--- config.mk ---
export PLATFORM = sky130hd
export DESIGN_NAME = bus_target
export DESIGN_NICKNAME = d
export VERILOG_FILES = /design/src/rtl/tgt_pkg.sv /design/src/rtl/tgt_decode.sv /design/src/rtl/tgt_cfg_regs.sv /design/src/rtl/tgt_mem.sv /design/src/rtl/bus_target.sv
export SDC_FILE = /design/constraint.sdc
export NUM_CORES = 1
export LEC_CHECK = 0
export ABC_AREA = 1
export BUFFER_PORTS_ARGS = -buffer_cell sky130_fd_sc_hd__buf_2
export CORE_ASPECT_RATIO = 0.9
export CORE_MARGIN = 5
export CORE_UTILIZATION = 60
export DETAILED_ROUTE_END_ITERATION = 12
export HOLD_SLACK_MARGIN = 0.02
export PLACE_DENSITY = 0.77
export SLEW_MARGIN = 20
export SYNTH_ARGS = -nofsm -noshare
export SYNTH_HDL_FRONTEND = slang
export SYNTH_SLANG_ARGS = --single-unit
--- constraint.sdc ---
create_clock -name clk -period 2.25 [get_ports clk]
set_clock_uncertainty 0.1 [all_clocks]
set_input_delay 0 -clock clk [delete_from_list [all_inputs] [get_ports clk]]
set_output_delay 0 -clock clk [all_outputs]
set_load 0.01 [all_outputs]
--- src/rtl/tgt_pkg.sv ---
package tgt_pkg;

  typedef enum logic [2:0] {
    ST_IDLE,
    ST_WAIT,
    ST_XFER,
    ST_STOP,
    ST_TURN
  } tstate_t;

  localparam logic [3:0] CMD_MRD = 4'b0110;
  localparam logic [3:0] CMD_MWR = 4'b0111;
  localparam logic [3:0] CMD_CRD = 4'b1010;
  localparam logic [3:0] CMD_CWR = 4'b1011;
  localparam logic [3:0] CMD_MRM = 4'b1100;
  localparam logic [3:0] CMD_MRL = 4'b1110;
  localparam logic [3:0] CMD_MWI = 4'b1111;

  localparam logic [5:0] CFG_IDX_ID     = 6'd0;
  localparam logic [5:0] CFG_IDX_TIMING = 6'd1;
  localparam logic [5:0] CFG_IDX_BASE   = 6'd4;

  typedef struct packed {
    logic hit;
    logic is_cfg;
    logic is_write;
  } dec_t;

endpackage

--- src/rtl/tgt_decode.sv ---
module tgt_decode
  import tgt_pkg::*;
#(
  parameter int WIN_BITS = 6,
  localparam int PW = WIN_BITS - 2
) (
  input  logic [31:0]   addr,
  input  logic [3:0]    cmd,
  input  logic          cfg_sel,
  input  logic [31:0]   base,
  output dec_t          dec,
  output logic [PW-1:0] word_idx,
  output logic [5:0]    reg_idx
);

  logic mem_rd, mem_wr, mem_hit, cfg_cmd, cfg_hit;

  always_comb begin
    mem_rd  = (cmd == CMD_MRD) || (cmd == CMD_MRM) || (cmd == CMD_MRL);
    mem_wr  = (cmd == CMD_MWR) || (cmd == CMD_MWI);
    mem_hit = (mem_rd || mem_wr) && (addr[31:WIN_BITS] == base[31:WIN_BITS]);
    cfg_cmd = (cmd == CMD_CRD) || (cmd == CMD_CWR);
    cfg_hit = cfg_sel && (addr[1:0] == 2'b00) && cfg_cmd && (addr[10:8] == 3'd0);

    dec.hit      = mem_hit || cfg_hit;
    dec.is_cfg   = cfg_hit;
    dec.is_write = cfg_hit ? (cmd == CMD_CWR) : mem_wr;
  end

  assign word_idx = addr[WIN_BITS-1:2];
  assign reg_idx  = addr[7:2];

endmodule

--- src/rtl/tgt_cfg_regs.sv ---
module tgt_cfg_regs
  import tgt_pkg::*;
#(
  parameter logic [31:0] ID_WORD    = 32'h5A17_0001,
  parameter int          WIN_BITS   = 6,
  parameter int          WAIT_W     = 4,
  parameter int          RESET_WAIT = 2
) (
  input  logic              clk,
  input  logic              rst_l,
  input  logic              wr_en,
  input  logic [5:0]        idx,
  input  logic [31:0]       wdata,
  input  logic [3:0]        be_l,
  output logic [31:0]       rd_data,
  output logic [31:0]       base,
  output logic [WAIT_W-1:0] wait_cnt
);

  localparam logic [31:0] BAR_MASK = ~((32'h1 << WIN_BITS) - 32'h1);

  logic [31:0]       bar_q, bar_raw, bar_d;
  logic              bar_en;
  logic [WAIT_W-1:0] wait_q, wait_d;
  logic              wait_en;

  for (genvar b = 0; b < 4; b++) begin : g_bar_lane
    assign bar_raw[8*b +: 8] = (!be_l[b]) ? wdata[8*b +: 8] : bar_q[8*b +: 8];
  end

  always_comb begin
    bar_d   = bar_raw & BAR_MASK;
    bar_en  = wr_en && (idx == CFG_IDX_BASE);
    wait_d  = wdata[WAIT_W-1:0];
    wait_en = wr_en && (idx == CFG_IDX_TIMING) && !be_l[0];
  end

  always_ff @(posedge clk or negedge rst_l) begin
    if (!rst_l) begin
      bar_q  <= '0;
      wait_q <= WAIT_W'(RESET_WAIT);
    end else begin
      if (bar_en)  bar_q  <= bar_d;
      if (wait_en) wait_q <= wait_d;
    end
  end

  always_comb begin
    case (idx)
      CFG_IDX_ID:     rd_data = ID_WORD;
      CFG_IDX_TIMING: rd_data = 32'(wait_q);
      CFG_IDX_BASE:   rd_data = bar_q;
      default:        rd_data = '0;
    endcase
  end

  assign base     = bar_q;
  assign wait_cnt = wait_q;

endmodule

--- src/rtl/tgt_mem.sv ---
module tgt_mem #(
  parameter int WORDS = 16,
  localparam int PW = $clog2(WORDS)
) (
  input  logic          clk,
  input  logic          wr_en,
  input  logic [PW-1:0] addr,
  input  logic [31:0]   wdata,
  input  logic [3:0]    be_l,
  output logic [31:0]   rdata
);

  for (genvar b = 0; b < 4; b++) begin : g_lane
    logic [7:0] lane_q [WORDS];

    always_ff @(posedge clk) begin
      if (wr_en && !be_l[b]) lane_q[addr] <= wdata[8*b +: 8];
    end

    assign rdata[8*b +: 8] = lane_q[addr];
  end

endmodule

--- src/rtl/bus_target.sv ---
module bus_target
  import tgt_pkg::*;
#(
  parameter logic [31:0] ID_WORD    = 32'h5A17_0001,
  parameter int          MEM_WORDS  = 16,
  parameter int          WAIT_W     = 4,
  parameter int          RESET_WAIT = 2
) (
  input  logic        clk,
  input  logic        rst_l,
  input  logic        xact_l,
  input  logic        ini_rdy_l,
  input  logic [31:0] mux_in,
  input  logic [3:0]  cmd_be_l,
  input  logic        cfg_sel,
  input  logic        local_busy,
  output logic        claim_l,
  output logic        tgt_rdy_l,
  output logic        halt_l,
  output logic        ctl_oe,
  output logic [31:0] mux_out,
  output logic        mux_oe
);

  localparam int PW       = $clog2(MEM_WORDS);
  localparam int WIN_BITS = PW + 2;
  localparam logic [PW-1:0] LAST_WORD = PW'(MEM_WORDS - 1);

  // reset: asserted asynchronously, released on the clock
  logic [1:0] rst_sync_q;
  logic       rst_int_l;

  always_ff @(posedge clk or negedge rst_l) begin
    if (!rst_l) rst_sync_q <= 2'b00;
    else        rst_sync_q <= {rst_sync_q[0], 1'b1};
  end
  assign rst_int_l = rst_sync_q[1];

  tstate_t           state_q, state_d;
  logic [WAIT_W-1:0] cnt_q, cnt_d;
  logic [PW-1:0]     ptr_q, ptr_d;
  logic [5:0]        creg_q, creg_d;
  logic              is_cfg_q, is_cfg_d;
  logic              is_wr_q, is_wr_d;
  logic              prev_xact_q;

  dec_t              dec;
  logic [PW-1:0]     dec_word;
  logic [5:0]        dec_reg;
  logic [31:0]       base_addr, cfg_rd, mem_rd;
  logic [WAIT_W-1:0] wait_cnt;
  logic              addr_phase, xfer, last_word, mem_we, cfg_we;

  tgt_decode #(.WIN_BITS(WIN_BITS)) u_dec (
    .addr     (mux_in),
    .cmd      (cmd_be_l),
    .cfg_sel  (cfg_sel),
    .base     (base_addr),
    .dec      (dec),
    .word_idx (dec_word),
    .reg_idx  (dec_reg)
  );

  tgt_cfg_regs #(
    .ID_WORD    (ID_WORD),
    .WIN_BITS   (WIN_BITS),
    .WAIT_W     (WAIT_W),
    .RESET_WAIT (RESET_WAIT)
  ) u_cfg (
    .clk      (clk),
    .rst_l    (rst_int_l),
    .wr_en    (cfg_we),
    .idx      (creg_q),
    .wdata    (mux_in),
    .be_l     (cmd_be_l),
    .rd_data  (cfg_rd),
    .base     (base_addr),
    .wait_cnt (wait_cnt)
  );

  tgt_mem #(.WORDS(MEM_WORDS)) u_mem (
    .clk   (clk),
    .wr_en (mem_we),
    .addr  (ptr_q),
    .wdata (mux_in),
    .be_l  (cmd_be_l),
    .rdata (mem_rd)
  );

  always_comb begin
    addr_phase = (state_q == ST_IDLE) && prev_xact_q && !xact_l;
    xfer       = (state_q == ST_XFER) && !ini_rdy_l;
    last_word  = (ptr_q == LAST_WORD);
    mem_we     = xfer && is_wr_q && !is_cfg_q;
    cfg_we     = xfer && is_wr_q && is_cfg_q;
  end

  // next-state logic
  always_comb begin
    state_d  = state_q;
    cnt_d    = cnt_q;
    ptr_d    = ptr_q;
    creg_d   = creg_q;
    is_cfg_d = is_cfg_q;
    is_wr_d  = is_wr_q;
    case (state_q)
      ST_IDLE: begin
        if (addr_phase && dec.hit) begin
          ptr_d    = dec_word;
          creg_d   = dec_reg;
          is_cfg_d = dec.is_cfg;
          is_wr_d  = dec.is_write;
          if (!dec.is_cfg && local_busy) begin
            state_d = ST_STOP;
          end else if (wait_cnt == '0) begin
            state_d = ST_XFER;
          end else begin
            state_d = ST_WAIT;
            cnt_d   = wait_cnt - WAIT_W'(1);
          end
        end
      end
      ST_WAIT: begin
        if (cnt_q == '0) state_d = ST_XFER;
        else             cnt_d   = cnt_q - WAIT_W'(1);
      end
      ST_XFER: begin
        if (!ini_rdy_l) begin
          if (xact_l)                     state_d = ST_TURN;
          else if (is_cfg_q || last_word) state_d = ST_STOP;
          else                            ptr_d   = ptr_q + PW'(1);
        end
      end
      ST_STOP: begin
        if (xact_l) state_d = ST_TURN;
      end
      ST_TURN: state_d = ST_IDLE;
      default: state_d = ST_IDLE;
    endcase
  end

  // state registers
  always_ff @(posedge clk or negedge rst_int_l) begin
    if (!rst_int_l) begin
      state_q     <= ST_IDLE;
      cnt_q       <= '0;
      ptr_q       <= '0;
      creg_q      <= '0;
      is_cfg_q    <= 1'b0;
      is_wr_q     <= 1'b0;
      prev_xact_q <= 1'b1;
    end else begin
      state_q     <= state_d;
      cnt_q       <= cnt_d;
      ptr_q       <= ptr_d;
      creg_q      <= creg_d;
      is_cfg_q    <= is_cfg_d;
      is_wr_q     <= is_wr_d;
      prev_xact_q <= xact_l;
    end
  end

  logic claimed;
  always_comb begin
    claimed   = (state_q == ST_WAIT) || (state_q == ST_XFER) || (state_q == ST_STOP);
    claim_l   = !claimed;
    tgt_rdy_l = (state_q != ST_XFER);
    halt_l    = (state_q != ST_STOP);
    ctl_oe    = (state_q != ST_IDLE);
    mux_oe    = claimed && !is_wr_q;
    mux_out   = is_cfg_q ? cfg_rd : mem_rd;
  end

endmodule

==> results.json, run 1 <==
{
  "status": "finished with violations",
  "violations": "setup timing",
  "drc": 0,
  "initial_core_util_pct": 60.8,
  "cts_max_path_buffers": 3,
  "seq_power_share_pct": 33.3,
  "dr.pass1.iters": 6,
  "synth_top_cell_area_share_pct": 65.8,
  "grt_pass1_wl_um": 104000,
  "synth_area_leaders": "edfxtp_1 66%, o21ai_0 6.4%, nor2_1 5.7%",
  "crit_path_max_fanout": 7,
  "avgViaCountPerCell": 6.44,
  "synth_nets": 2047,
  "rows": 68,
  "htree_levels": 2,
  "fin_nets": 2290,
  "syn_avg_cell_area_um2": 11.7,
  "clockRootBuffer": "clkbuf_16",
  "ys_ff_latch": 564,
  "clk_pin_slew_worst_paths_ps": 70,
  "syn-cell-area_mm2": 0.0234,
  "die_y_um": 197,
  "core_area_mm2": 0.0385,
  "grtUsageTotal_pct": 32.1,
  "num_vias": 18100,
  "irDropWorstVdd_v": 0.00116,
  "setup_viol": 32,
  "path_buf_inv": 4,
  "gr-total-overflow": 0,
  "cp-end-kind": "primary output",
  "required_ps": 2150,
  "yosysSeqAreaShare_pct": 71.3,
  "die_w_um": 218,
  "cpPeakStageDelay_ps": 500,
  "ff2ff_setup_slack_ps": 0,
  "p_leak_nw": 10.5,
  "portBuffers": 78,
  "critPathTopFamily": "compound AO/OA/AOI/OAI gates",
  "fin_cells": 2810,
  "dpl_worst_slack_ps": -18.8,
  "cp-start-kind": "flop",
  "final_max_slew_viol_count": 0,
  "finalInstanceArea_mm2": 0.0289,
  "hold_viol_final": 0,
  "clock-sinks": 564,
  "worst_pin_slew_ps": 586,
  "place_area_mm2": 0.0252,
  "grt_max_degree": 65,
  "switchingPower_mw": 12.8,
  "critPathSlowestCell": "dfrtp_4",
  "antenna_found_initial": 0,
  "min_path_type": "reg -> async",
  "fin_total_pwr_mw": 35.1,
  "fin_crit_ps": 2710,
  "worstSkewPairLatency_ps": 580,
  "yosys_warnings": 0,
  "power_density_mw_per_mm2": 1220,
  "rsz0062_at_grt": "true",
  "drt_iter0_drc": 2943,
  "cap_violations": 0,
  "cp_common_cell": "clkbuf_16",
  "timing.fmax_mhz": 369,
  "io_pins": 79,
  "first_global_vias": 17100,
  "synth_cell_types": 41,
  "p_sw_share_pct": 36.4,
  "p_comb_share_pct": 40.3,
  "cts_buffers": 53,
  "setup_tns_ps": -11130,
  "post_drt_wl_per_cell_um": 26.0,
  "finalCritPeriodShare_pct": 121,
  "pwr-share-clk_pct": 26.3,
  "p_int_mw": 22.3,
  "dp.cells": 2631,
  "die_area_mm2": 0.0430,
  "diodes": 0,
  "drt_wl_total_um": 73100,
  "crit_arrival_ps": 2610,
  "ant_nets": 0,
  "critPathKind": "reg -> out",
  "cts_tree": "built",
  "relSlewSlack_pct": 60.9,
  "cp-startpoint": "ptr_q[0]",
  "synthCells": 2000,
  "drive_above_1_share_pct": 21.2,
  "place.gp.congestion": 0.909,
  "area_delta_synth_final_pct": 23.4,
  "yosysTopAreaCell": "edfxtp_1",
  "dp_hpwl_um": 41700,
  "r2r-start": "ptr_q[3]",
  "fin_ws_ps": -463,
  "crit_chain": "buf_12, clkbuf_16, clkbuf_16, o21ai_0, o22ai_2, a22o_1, o21ai_1, nand2_1, buf_2"
}
==> flip-flops by register name, summed over array words and instances (netlist names) <==
register	flops
cnt_q	4
prev_xact_q	1
u_cfg.wait_cnt	4
u_mem.g_lane.lane_q	512
ptr_q	4
u_cfg.base	26
creg_q	6
state_q	3
rst_sync_q	2
is_cfg_q	1
is_wr_q	1
==> logic make-up after synthesis <==
logic type | after synthesis | share of synthesized area [%]
AOI/OAI and AO/OA | 496 | 11.8
xor gates and xnor gates | 9 | 0.337
adders and majority gates | 5 | 0.268
buffers and inverters | 202 | 3.71
DFF | 564 | 71.3
other | 1 | 0.0160
and+or+nand+nor | 723 | 12.5
==> path summary, 6_finish.rpt <==
| check | endpoint | depth (start not counted) |
|---|---|---|
| setup / recovery | mux_out[23] | 9 |
| hold reg to reg | u_cfg.base[20] | 0 |
| max in group asynchronous | u_cfg.wait_cnt[1] | 1 |
| setup reg to reg | u_mem.g_lane[0].lane_q[11][1] | 5 |
| hold / removal | u_cfg.base[20] | 0 |
| min in group clk | u_cfg.base[20] | 4 |
==> routing by layer <==
| layer | GRT usage, % | wire length [um] |
|---|---|---|
| met1 | 43.6 | 25300 |
| met2 | 52.0 | 34600 |
| met3 | 5.89 | 9270 |
| met4 | 13.7 | 3940 |
| met5 | 0 | 0 |
==> Yosys cell counts <==
library cell  number
nand3_1           27
o21a_1             1
o21ai_1           17
nor4_4             2
nor2_1           355
ha_1               5
o22ai_1          122
edfxtp_1         512
buf_6              3
buf_4             13
o31ai_1            9
nor2_4             4
inv_2             10
clkbuf_1          62
a221oi_4           1
a21oi_2            1
xor2_1             1
o21ai_0          301
nand2_2            3
conb_1             1
o211ai_1           1
nand4_1           19
inv_1             79
nand2_1          302
nor2_2             4
a22o_1             7
a21boi_2           1
o2bb2ai_1          2
a21oi_1           21
a41oi_1           11
dfrtp_1           50
nand2_4            2
nand3_2            1
buf_2             31
a31oi_1            1
dfstp_2            2
nor3_2             1
xnor2_1            8
nor4_1             2
nand4_2            1
buf_1              4
==> cell type report <==
| class | instances | area (um^2) |
|---|---|---|
| inverters | 89 | 373 |
| clock buffers | 67 | 1400 |
| repair buffers | 300 | 2920 |
| flip-flops and latches | 564 | 16700 |
| well taps | 525 | 657 |
| fillers | 2351 | 9600 |
| multi-input cells | 1234 | 6450 |
| clock inverters | 30 | 367 |
| repair inverters | 1 | 8.76 |
==> power groups by stage <==
stage          Sequential [mW]  Combinational (mW)  Clock [mW]
2_1_floorplan             11.8                6.39           0
3_3_place_gp              11.9                10.2           0
3_5_place_dp              11.9                10.4           0
4_1_cts                   11.7                12.5        9.21
5_1_grt                   11.7                14.8        9.71
6_report                  11.7                14.2        9.24
==> timing repair <==
item                                    CTS  global route
pin swaps                                32            44
cloned                                   11            11
hold buffers                             46             0
buffers inserted                         11             4
hold endpoints to repair                564             0
gates resized for setup                 121           147
endpoints found under the setup margin   32            76
==> cell usage in the layout (no fill, tap or decap), types with 28 or more instances in the layout <==
cell,instances
o21ai_2,28
buf_4,128
dlygate4sd3_1,46
clkbuf_16,62
nor2_1,325
edfxtp_1,512
nand2_1,293
inv_1,79
dfrtp_1,46
o21ai_1,80
buf_2,77
o22ai_1,97
o21ai_0,208
==> worst register-to-register path, stage by stage, from the launching register on <==
cell and delay, ps:
dfrtp_1 510, inv_1 160, nor2_4 300, nand2_1 340, nor2_1 290, buf_4 240
==> per-stage QoR <==
step	util [%]	hold slack (ps)
finish	75.0	140
CTS	73.4	141
detailed placement	65.4	-300
global placement	65.4	-308
floorplan	-	-396
global route	75.0	179
Power figures use the tool's default switching activity.
==> run 2: changes to the inputs <==
--- a/config.mk
+++ b/config.mk
@@ -9,10 +9,11 @@
 export BUFFER_PORTS_ARGS = -buffer_cell sky130_fd_sc_hd__buf_2
 export CORE_ASPECT_RATIO = 0.9
 export CORE_MARGIN = 5
-export CORE_UTILIZATION = 60
+export CORE_UTILIZATION = 45
 export DETAILED_ROUTE_END_ITERATION = 12
 export HOLD_SLACK_MARGIN = 0.02
-export PLACE_DENSITY = 0.77
+export PLACE_DENSITY = 0.61
+export SKIP_LAST_GASP = 1
 export SLEW_MARGIN = 20
 export SYNTH_ARGS = -nofsm -noshare
 export SYNTH_HDL_FRONTEND = slang
==> constraint.sdc (replaced) <==
create_clock -name clk -period 2.79 [get_ports clk]
set_clock_uncertainty 0.1 [all_clocks]
set_input_delay 0 -clock clk [delete_from_list [all_inputs] [get_ports clk]]
set_output_delay 0 -clock clk [all_outputs]
set_load 0.01 [all_outputs]
==> run 2 against run 1 <==
The run still ends with setup timing left. Sequential power shrank 19%. Setup slack better by 430 ps. Combinational power decreased by 38%. First-iteration DRC count is 46% lower. Register-to-register slack better by 230 ps. Sequential share of layout area up 2.9 points. Non-clock buffer count down 55. Clock power fell by 23%. Flip-flop and latch count stayed put. Die area increased by 32%. Design area decreased by 4.8%. Critical path depth unchanged. Largest power group is now sequential cells.
==> results.json, run 2 (synthesized netlist as in run 1, its figures left out) <==
{
  "min_path_type": "in -> async",
  "dp_hpwl_um": 42600,
  "cp-end-kind": "primary output",
  "clockRootBuffer": "clkbuf_16",
  "final_max_slew_viol_count": 0,
  "relSlewSlack_pct": 54.1,
  "io_pins": 79,
  "drc": 0,
  "cts_tree": "built",
  "dr.pass1.iters": 6,
  "worst_pin_slew_ps": 685,
  "finalCritPeriodShare_pct": 101,
  "portBuffers": 78,
  "htree_levels": 2,
  "fin_cells": 2922,
  "critPathTopFamily": "compound AO/OA/AOI/OAI gates",
  "critPathSlowestCell": "dfrtp_4",
  "avgViaCountPerCell": 5.62,
  "clock-sinks": 564,
  "antenna_found_initial": 0,
  "violations": "setup timing",
  "final_common_cell": "edfxtp_1",
  "ant_nets": 0,
  "die_area_mm2": 0.0566,
  "status": "finished with violations",
  "cap_violations": 0,
  "cts_max_path_buffers": 3,
  "cpPeakStageDelay_ps": 580,
  "post_drt_wl_per_cell_um": 22.7,
  "crit_chain": "buf_12, nor2_1, nor2_1, o21ai_0, o21ai_0, a22o_1, o21ai_1, nand2_1, buf_2",
  "core_area_mm2": 0.0516,
  "largest_reg_flops": 512,
  "setup_viol": 2,
  "irDropWorstVdd_v": 0.000582,
  "drive_above_1_share_pct": 14.1,
  "p_leak_nw": 9.83,
  "layout_common_cells": "512 x edfxtp_1, 353 x nor2_1, 302 x nand2_1",
  "hold_viol_final": 0,
  "required_ps": 2690,
  "drt_wl_total_um": 66400,
  "area_delta_synth_final_pct": 17.5,
  "dpl_worst_slack_ps": 402,
  "power_density_mw_per_mm2": 924,
  "timing.fmax_mhz": 354,
  "cts_buffers": 57,
  "first_global_vias": 15800,
  "grtUsageTotal_pct": 22.8,
  "drt_iter0_drc": 1577,
  "grt_max_degree": 91,
  "clk_pin_slew_worst_paths_ps": 60,
  "fin_nets": 2238,
  "diodes": 0,
  "grt_pass1_wl_um": 99200,
  "final_util_pct": 53.3,
  "rsz0062_at_grt": "true",
  "worstSkewPairLatency_ps": 620,
  "crit_arrival_ps": 2730,
  "critPathKind": "reg -> out",
  "gr-total-overflow": 0,
  "fin_crit_ps": 2830,
  "dp.cells": 2764,
  "die_w_um": 250,
  "fin_ws_ps": -37.7,
  "path_buf_inv": 2,
  "cp-start-kind": "flop",
  "crit_path_max_fanout": 90,
  "place.gp.congestion": 0.882,
  "initial_core_util_pct": 45.3,
  "die_y_um": 226,
  "rows": 79,
  "num_vias": 16400,
  "fillers": 4472,
  "largest_register": "u_mem.g_lane.lane_q"
}
run 2: path summary, 6_finish.rpt:
check / endpoint / depth (start not counted) / from / slack [ps]
setup / recovery: mux_out[29] / 9 / ptr_q[0] / -40
hold / removal: rst_sync_q[0] / 3 / rst_l / 130
setup reg to reg: u_cfg.base[16] / 8 / is_cfg_q / 230
hold reg to reg: u_cfg.base[15] / 0 / rst_sync_q[1] / 190
max in group asynchronous: prev_xact_q / 1 / rst_sync_q[1] / 1700
min in group clk: u_mem.g_lane[1].lane_q[1][1] / 2 / mux_in[9] / 150
run 2: metrics by stage:
| step | power (mW) | hold WS, ps | area, um^2 | setup TNS, ps |
|---|---|---|---|---|
| CTS | 25.3 | 110 | 27400 | -127 |
| global route | 26.6 | 138 | 27500 | -898 |
| detailed placement | 17.9 | -309 | 25000 | 0 |
| floorplan | 14.7 | -396 | 23400 | 0 |
| global placement | 17.9 | -308 | 25000 | 0 |
| finish | 25.4 | 133 | 27500 | -49.3 |
run 2: what timing repair did:
item,in CTS,in global routing
pin swaps,0,2
hold buffers,50,0
setup endpoints to repair,31,34
gates cloned,1,2
hold endpoints to repair,564,0
gates resized for setup,18,10
setup buffers,0,4
run 2: report_power, final:
group / switching (mW) / total, mW / internal [mW] / leakage, nW
Clock: 3.16 / 7.16 / 3.99 / 0.840
Sequential: 0.145 / 9.45 / 9.31 / 5.19
Combinational: 5.96 / 8.78 / 2.83 / 3.80
run 2: cell type report:
class,count,area (um^2),share of cell area [%]
Tap cell,688,861,3.13
Clock buffer,76,1520,5.52
Timing Repair Buffer,245,1990,7.24
Clock inverter,26,205,0.747
Inverter,89,352,1.28
Multi-Input combinational cell,1234,5870,21.3
Sequential cell,564,16700,60.7
run 2: worst min-delay path: cells and delay by family:
kind / cells / cell delay, ps
buffers and inverters: 3 / 1180
run 2: per-layer routing:
layer / GRT usage [%] / vias up / wire [um]
met4: 6.42 / 0 / 1790
met2: 37.7 / 700 / 31800
met3: 3.83 / 100 / 5290
li1: - / 7540 / -
met5: 0 / - / 0
met1: 31.7 / 8081 / 27500
